==> config.mk <==
export PLATFORM = sky130hd
export DESIGN_NAME = idx_seq_core
export DESIGN_NICKNAME = d
export VERILOG_FILES = /design/src/rtl/idx_seq_pkg.sv /design/src/rtl/idx_seq_step.sv /design/src/rtl/idx_seq_addr.sv /design/src/rtl/idx_seq_data.sv /design/src/rtl/idx_seq_core.sv
export SDC_FILE = /design/constraint.sdc
export NUM_CORES = 1
export LEC_CHECK = 0
export ABC_AREA = 1
export BUFFER_PORTS_ARGS = -buffer_cell sky130_fd_sc_hd__buf_4
export CAP_MARGIN = 20
export CORE_MARGIN = 10
export CORE_UTILIZATION = 55
export CTS_CLUSTER_DIAMETER = 100
export DETAILED_ROUTE_END_ITERATION = 12
export PLACE_DENSITY = 0.75
export SLEW_MARGIN = 20
export SYNTH_ARGS = -nofsm -noshare
export SYNTH_HDL_FRONTEND = slang
export SYNTH_SLANG_ARGS = --single-unit
==> constraint.sdc <==
create_clock -name clk -period 3.7 [get_ports clk]
set_clock_uncertainty 0.05 [all_clocks]
set_input_delay 0.37 -clock clk [delete_from_list [all_inputs] [get_ports clk]]
set_output_delay 0.37 -clock clk [all_outputs]
set_load 0.02 [all_outputs]
==> src/rtl/idx_seq_pkg.sv <==
package idx_seq_pkg;

  typedef enum logic [2:0] {
    ST0 = 3'd0, ST1 = 3'd1, ST2 = 3'd2, ST3 = 3'd3,
    ST4 = 3'd4, ST5 = 3'd5, ST6 = 3'd6
  } step_e;

  typedef enum logic [1:0] {
    K_NOP = 2'd0, K_LDX = 2'd1, K_ADD = 2'd2, K_INC = 2'd3
  } kind_e;

  localparam logic [7:0] OPC_ADD = 8'h61;
  localparam logic [7:0] OPC_INC = 8'h62;
  localparam logic [7:0] OPC_LDX = 8'h63;

  function automatic kind_e op_kind(input logic [7:0] op);
    case (op)
      OPC_ADD: op_kind = K_ADD;
      OPC_INC: op_kind = K_INC;
      OPC_LDX: op_kind = K_LDX;
      default: op_kind = K_NOP;
    endcase
  endfunction

endpackage

==> src/rtl/idx_seq_step.sv <==
module idx_seq_step
  import idx_seq_pkg::*;
(
  input  logic  clk,
  input  logic  rst_n,
  input  kind_e kind,
  input  logic  page_cy,
  output step_e step_q,
  output logic  add_done
);

  step_e step_d;

  always_comb begin
    step_d = ST0;
    case (step_q)
      ST0: step_d = ST1;
      ST1: step_d = (kind == K_ADD || kind == K_INC) ? ST2 : ST0;
      ST2: step_d = ST3;
      ST3: step_d = (kind == K_ADD && !page_cy) ? ST0 : ST4;
      ST4: step_d = (kind == K_INC) ? ST5 : ST0;
      ST5: step_d = ST6;
      ST6: step_d = ST0;
      default: step_d = ST0;
    endcase
  end

  // an add sequence ends when it is leaving a non-fetch step back to step 0
  assign add_done = (kind == K_ADD) && (step_q != ST0) && (step_d == ST0);

  always_ff @(posedge clk or negedge rst_n) begin
    if (!rst_n) step_q <= ST0;
    else        step_q <= step_d;
  end

endmodule

==> src/rtl/idx_seq_addr.sv <==
module idx_seq_addr
  import idx_seq_pkg::*;
#(
  parameter int DW = 8,
  localparam int AW = 2 * DW
) (
  input  logic          clk,
  input  logic          rst_n,
  input  step_e         step,
  input  kind_e         kind,
  input  logic [DW-1:0] rdata,
  input  logic [DW-1:0] x_val,
  output logic [AW-1:0] addr,
  output logic [AW-1:0] pc_q,
  output logic          page_cy
);

  logic [DW-1:0] lo_q, hi_q;
  logic          cy_q;
  logic [DW:0]   idx_sum;
  logic [DW-1:0] hi_inc;
  logic          pc_en, lo_en, hi_en, cy_en;
  logic [AW-1:0] pc_d;
  logic [DW-1:0] lo_d, hi_d;

  assign idx_sum = {1'b0, lo_q} + {1'b0, x_val};
  assign hi_inc  = hi_q + {{(DW-1){1'b0}}, 1'b1};

  always_comb begin
    pc_en = (step == ST0) || (step == ST2) ||
            ((step == ST1) && (kind != K_NOP));
    lo_en = (step == ST1) || (step == ST2);
    hi_en = (step == ST2) || ((step == ST4) && cy_q);
    cy_en = (step == ST2);
    pc_d  = pc_q + {{(AW-1){1'b0}}, 1'b1};
    lo_d  = (step == ST1) ? rdata : idx_sum[DW-1:0];
    hi_d  = (step == ST2) ? rdata : hi_inc;
  end

  always_comb begin
    case (step)
      ST3:      addr = {hi_q, lo_q};
      ST4:      addr = {(cy_q ? hi_inc : hi_q), lo_q};
      ST5, ST6: addr = {hi_q, lo_q};
      default:  addr = pc_q;
    endcase
  end

  always_ff @(posedge clk or negedge rst_n) begin
    if (!rst_n) begin
      pc_q <= '0;
      lo_q <= '0;
      hi_q <= '0;
      cy_q <= 1'b0;
    end else begin
      if (pc_en) pc_q <= pc_d;
      if (lo_en) lo_q <= lo_d;
      if (hi_en) hi_q <= hi_d;
      if (cy_en) cy_q <= idx_sum[DW];
    end
  end

  assign page_cy = cy_q;

endmodule

==> src/rtl/idx_seq_data.sv <==
module idx_seq_data
  import idx_seq_pkg::*;
#(
  parameter int DW = 8
) (
  input  logic          clk,
  input  logic          rst_n,
  input  step_e         step,
  input  kind_e         kind,
  input  logic          add_done,
  input  logic [DW-1:0] rdata,
  output logic [DW-1:0] ir_q,
  output logic [DW-1:0] x_q,
  output logic [DW-1:0] d_q,
  output logic [DW-1:0] acc_q,
  output logic          c_q
);

  logic          pend_q, pend_d;
  logic          ir_en, x_en, d_en, acc_en;
  logic [DW-1:0] d_d;
  logic [DW:0]   add_res;

  assign add_res = {1'b0, acc_q} + {1'b0, d_q} + {{DW{1'b0}}, c_q};

  always_comb begin
    ir_en  = (step == ST0);
    x_en   = (step == ST1) && (kind == K_LDX);
    d_en   = (step == ST3) || (step == ST4) || (step == ST5);
    d_d    = (step == ST5) ? d_q + {{(DW-1){1'b0}}, 1'b1} : rdata;
    acc_en = (step == ST0) && pend_q;
    if (step == ST0)   pend_d = 1'b0;
    else if (add_done) pend_d = 1'b1;
    else               pend_d = pend_q;
  end

  always_ff @(posedge clk or negedge rst_n) begin
    if (!rst_n) begin
      ir_q   <= '0;
      x_q    <= '0;
      d_q    <= '0;
      acc_q  <= '0;
      c_q    <= 1'b0;
      pend_q <= 1'b0;
    end else begin
      pend_q <= pend_d;
      if (ir_en) ir_q <= rdata;
      if (x_en)  x_q  <= rdata;
      if (d_en)  d_q  <= d_d;
      if (acc_en) begin
        acc_q <= add_res[DW-1:0];
        c_q   <= add_res[DW];
      end
    end
  end

endmodule

==> src/rtl/idx_seq_core.sv <==
module idx_seq_core
  import idx_seq_pkg::*;
#(
  parameter int DW = 8,
  localparam int AW = 2 * DW
) (
  input  logic          clk,
  input  logic          rst_n,
  output logic [AW-1:0] mem_addr,
  input  logic [DW-1:0] mem_rdata,
  output logic [DW-1:0] mem_wdata,
  output logic          mem_we,
  output logic          fetch_o,
  output logic [DW-1:0] acc_o,
  output logic          carry_o
);

  logic          rst_s1, rst_sync_n;
  step_e         step_q;
  kind_e         kind;
  logic          page_cy, add_done, c_q;
  logic [DW-1:0] ir_q, x_q, d_q, acc_q;
  logic [AW-1:0] pc_q;

  always_ff @(posedge clk or negedge rst_n) begin
    if (!rst_n) begin
      rst_s1     <= 1'b0;
      rst_sync_n <= 1'b0;
    end else begin
      rst_s1     <= 1'b1;
      rst_sync_n <= rst_s1;
    end
  end

  assign kind = op_kind(ir_q);

  idx_seq_step u_step (
    .clk      (clk),
    .rst_n    (rst_sync_n),
    .kind     (kind),
    .page_cy  (page_cy),
    .step_q   (step_q),
    .add_done (add_done)
  );

  idx_seq_addr #(.DW(DW)) u_addr (
    .clk     (clk),
    .rst_n   (rst_sync_n),
    .step    (step_q),
    .kind    (kind),
    .rdata   (mem_rdata),
    .x_val   (x_q),
    .addr    (mem_addr),
    .pc_q    (pc_q),
    .page_cy (page_cy)
  );

  idx_seq_data #(.DW(DW)) u_data (
    .clk      (clk),
    .rst_n    (rst_sync_n),
    .step     (step_q),
    .kind     (kind),
    .add_done (add_done),
    .rdata    (mem_rdata),
    .ir_q     (ir_q),
    .x_q      (x_q),
    .d_q      (d_q),
    .acc_q    (acc_q),
    .c_q      (c_q)
  );

  assign mem_wdata = d_q;
  assign mem_we    = (step_q == ST5) || (step_q == ST6);
  assign fetch_o   = (step_q == ST0);
  assign acc_o     = acc_q;
  assign carry_o   = c_q;

endmodule

==> key figures <==
Synthesis
  • Synth top area cells: dfrtp_1 41%, nand2_1 12%, inv_1 6.5%, o21ai_0 5.6%, ha_1 5.2%
  • Synth Cell Area: 4360 um2
  • Syn Inst Count: 552
  • Sequential fraction of the synthesis area: 41.3%
  • Mean post-synth cell area: 7.91 um2
  • Synthesis-stage register bit count: 72
  • Post-synthesis cell type count: 38
  • Post-synth top area share: 41.3%
  • Yosys warns: 0
  • Net Count, Synth: 583
  • Synth area leader: dfrtp_1

Worst setup path
  • Critical path capture point: mem_addr[9]
  • Worst r2r src: u_step.step_q[2]
  • R2R depth: 4
  • Crit path arrival time: 2.10 ns
  • Critical path depth: 6
  • Critical path class: register to output pin
  • Nature of the critical path startpoint: register
  • Crit-path cells: nor2_1, inv_1, nand2_1, nor2_1, o221ai_1, buf_4
  • Worst Path Buf+Inv: 2
  • Cell mode on critical path: nor2_1
  • Slowest CP cell: dfrtp_1
  • CP delay by family, top: simple AND/OR/NAND/NOR gates
  • Crit-path max FO: 8
  • Critical Path RT: 3.28 ns
  • R2r setup slk: 1.59 ns
  • Critical Path End Type: output pin
  • Capturing point of the worst reg2reg path: u_addr.hi_q[6]
  • Worst Setup SP: u_step.step_q[2]
  • CP max stage delay: 0.54 ns

Floorplan
  • Core area: 7730 um2
  • Die Ht: 109 um
  • Ports: 45
  • Die width: 109 um
  • Initial Utilization: 56.5%
  • Die ar.: 11,900 um2
  • Standard-cell rows: 32

Run status
  • Outcome: finished, final reports clean

Hold path
  • HP Class: register to async pin

Routing
  • Routed WL per cell: 15.2 um
  • Drt initial violations: 245
  • Detailed Route WL: 10,700 um
  • First drt pass iteration count: 4
  • Residual DRC count: 0
  • Vias: 3,956
  • Post-route ant nets: 0
  • Drt via density: 5.59

Global routing
  • Vias in the first global route: 3,835
  • GRT overflow: 0
  • Total GRT Usage: 18.9%
  • Global-route wire length before repair: 18,200 um
  • Initial antenna violation count: 0
  • Largest net degree at the start of global routing: 28

Job
  • Max-cap violations: 0

STA
  • Slew Viols, Final: 0
  • Worst-Margin Slew: 0.647 ns
  • Fmax achieved: 0.398 GHz
  • RSZ-0062 raised after global routing: false
  • Final hold violations: 0
  • Worst Slack Setup Final: 1.18 ns
  • Setup TNS: 0 ns
  • Max_slew headroom: 56.6%
  • Final setup fails: 0
  • Fin crit share: 68.0%
  • Min Clock Period, post-route: 2.52 ns
  • Hold_ws: 0.179 ns

Clocking
  • Root buffer cell: clkbuf_8
  • Clk_lat worst skew: 0.35 ns
  • Sinks on Clock Net: 72
  • CTS tree: built
  • CTS Buf Count: 9
  • H-tree levels: 3
  • Clk slew on worst S/H paths: 0.08 ns
  • Post-cts resize count: 0
  • Max Root-Sink Buffers: 2

Layout
  • ANT cells: 0
  • Most frequent cells in the layout: 136 x nand2_1, 76 x inv_1, 71 x dfrtp_1, 49 x o21ai_0, 46 x buf_4
  • Final #Nets: 632
  • Final core occ: 64.8%
  • Layout cell share with drive strength beyond 1: 13.2%
  • Most common cell after layout, fill and taps aside: nand2_1
  • Final Non-Filler Cells: 708
  • Area growth syn-to-layout: 14.7%

Power and ir drop
  • Leakage: 2.43 nW
  • Worst vdd ir: 0.443 mV
  • Pwr dens: 871 nW/um2

Placed design
  • Placed cells: 691
  • Dpl hpwl: 8080 um
  • Port buffer count: 44
  • Pre-CTS WS: 1.61 ns
  • Gpl congestion: 0.940
[cell usage after synthesis, drive strengths merged]
| master | number |
|---|---|
| conb | 1 |
| fa | 3 |
| ha | 18 |
| inv | 78 |
| nor3 | 14 |
| a21oi | 13 |
| xor2 | 19 |
| nand3 | 34 |
| a21o | 2 |
| o221ai | 20 |
| or2 | 2 |
| a31oi | 2 |
| clkbuf | 2 |
| o211ai | 4 |
| nand2 | 140 |
| nand3b | 3 |
| o21a | 1 |
| nand4 | 11 |
| dfrtp | 72 |
| nor4 | 1 |
| nor2 | 41 |
| clkinv | 1 |
| xnor2 | 3 |
| o21ai | 55 |
| o21bai | 3 |
| buf | 7 |
| o31ai | 2 |
[layer usage]
metal  global-route usage [%]  wire, um
met1                     25.2      4850
met2                     31.1      5080
met3                     3.54       675
met4                     4.43       121
met5                        0         0
[through the flow]
stage	total power, mW	cell area, um2
floorplan	2.98	4360
global placement	3.56	4770
detailed placement	3.64	4770
CTS	4.35	5000
global route	4.73	5000
finish	4.36	5000
[flip-flops by register name, summed over array words and instances, names as in the netlist]
name            cells
u_data.d_q          8
rst_s1              1
u_data.c_q          1
u_step.step_q       3
u_data.ir_q         8
u_data.pend_q       1
u_data.acc_q        8
rst_sync_n          1
u_addr.lo_q         8
u_addr.page_cy      1
u_addr.pc_q        16
u_data.x_q          8
u_addr.hi_q         8
[how the worst min path moves through the flow]
stage / endpoint / slack [ns] / cells after the start
floorplan: rst_s1 / 0.02 / 0
global placement: rst_s1 / 0.10 / 1
detailed placement: rst_s1 / 0.10 / 1
CTS: u_data.ir_q[4] / 0.18 / 3
global route: u_addr.pc_q[1] / 0.22 / 0
finish: u_addr.pc_q[1] / 0.18 / 0
[cells by family (layout without fill, tap and decap cells)]
group | after synthesis | in the layout | share of synthesized area, %
adder cells (fa/ha/maj) | 21 | 21 | 6.54
AO/OA/AOI/OAI | 102 | 102 | 14.4
AND/OR/NAND/NOR | 246 | 246 | 25.0
flip-flops | 72 | 72 | 41.3
buffers and inverters | 88 | 142 | 8.26
XOR/XNOR | 22 | 22 | 4.42
other | 1 | 1 | 0.0859
[what timing repair did]
| item | CTS | global route |
|---|---|---|
| buffers inserted | 0 | 0 |
| hold buffers | 1 | 0 |
| endpoints found under the hold margin | 2 | 0 |
[where the power goes]
part           switching, mW  internal, mW  total, mW
logic                   1.37         0.879       2.25
registers              0.308          1.09       1.40
clock network          0.308         0.394      0.702
total                   1.99          2.37       4.36
[final cells by class]
cell class                 instances  area (um2)
timing repair buffer              47         355
inverter                          79         297
fill                             696        2720
tap                              102         128
sequential                        72        1800
clock inverter                     6        82.6
clock buffer                      10         138
multi-input combinational        392        2200
(Power assumes the default switching activity.)
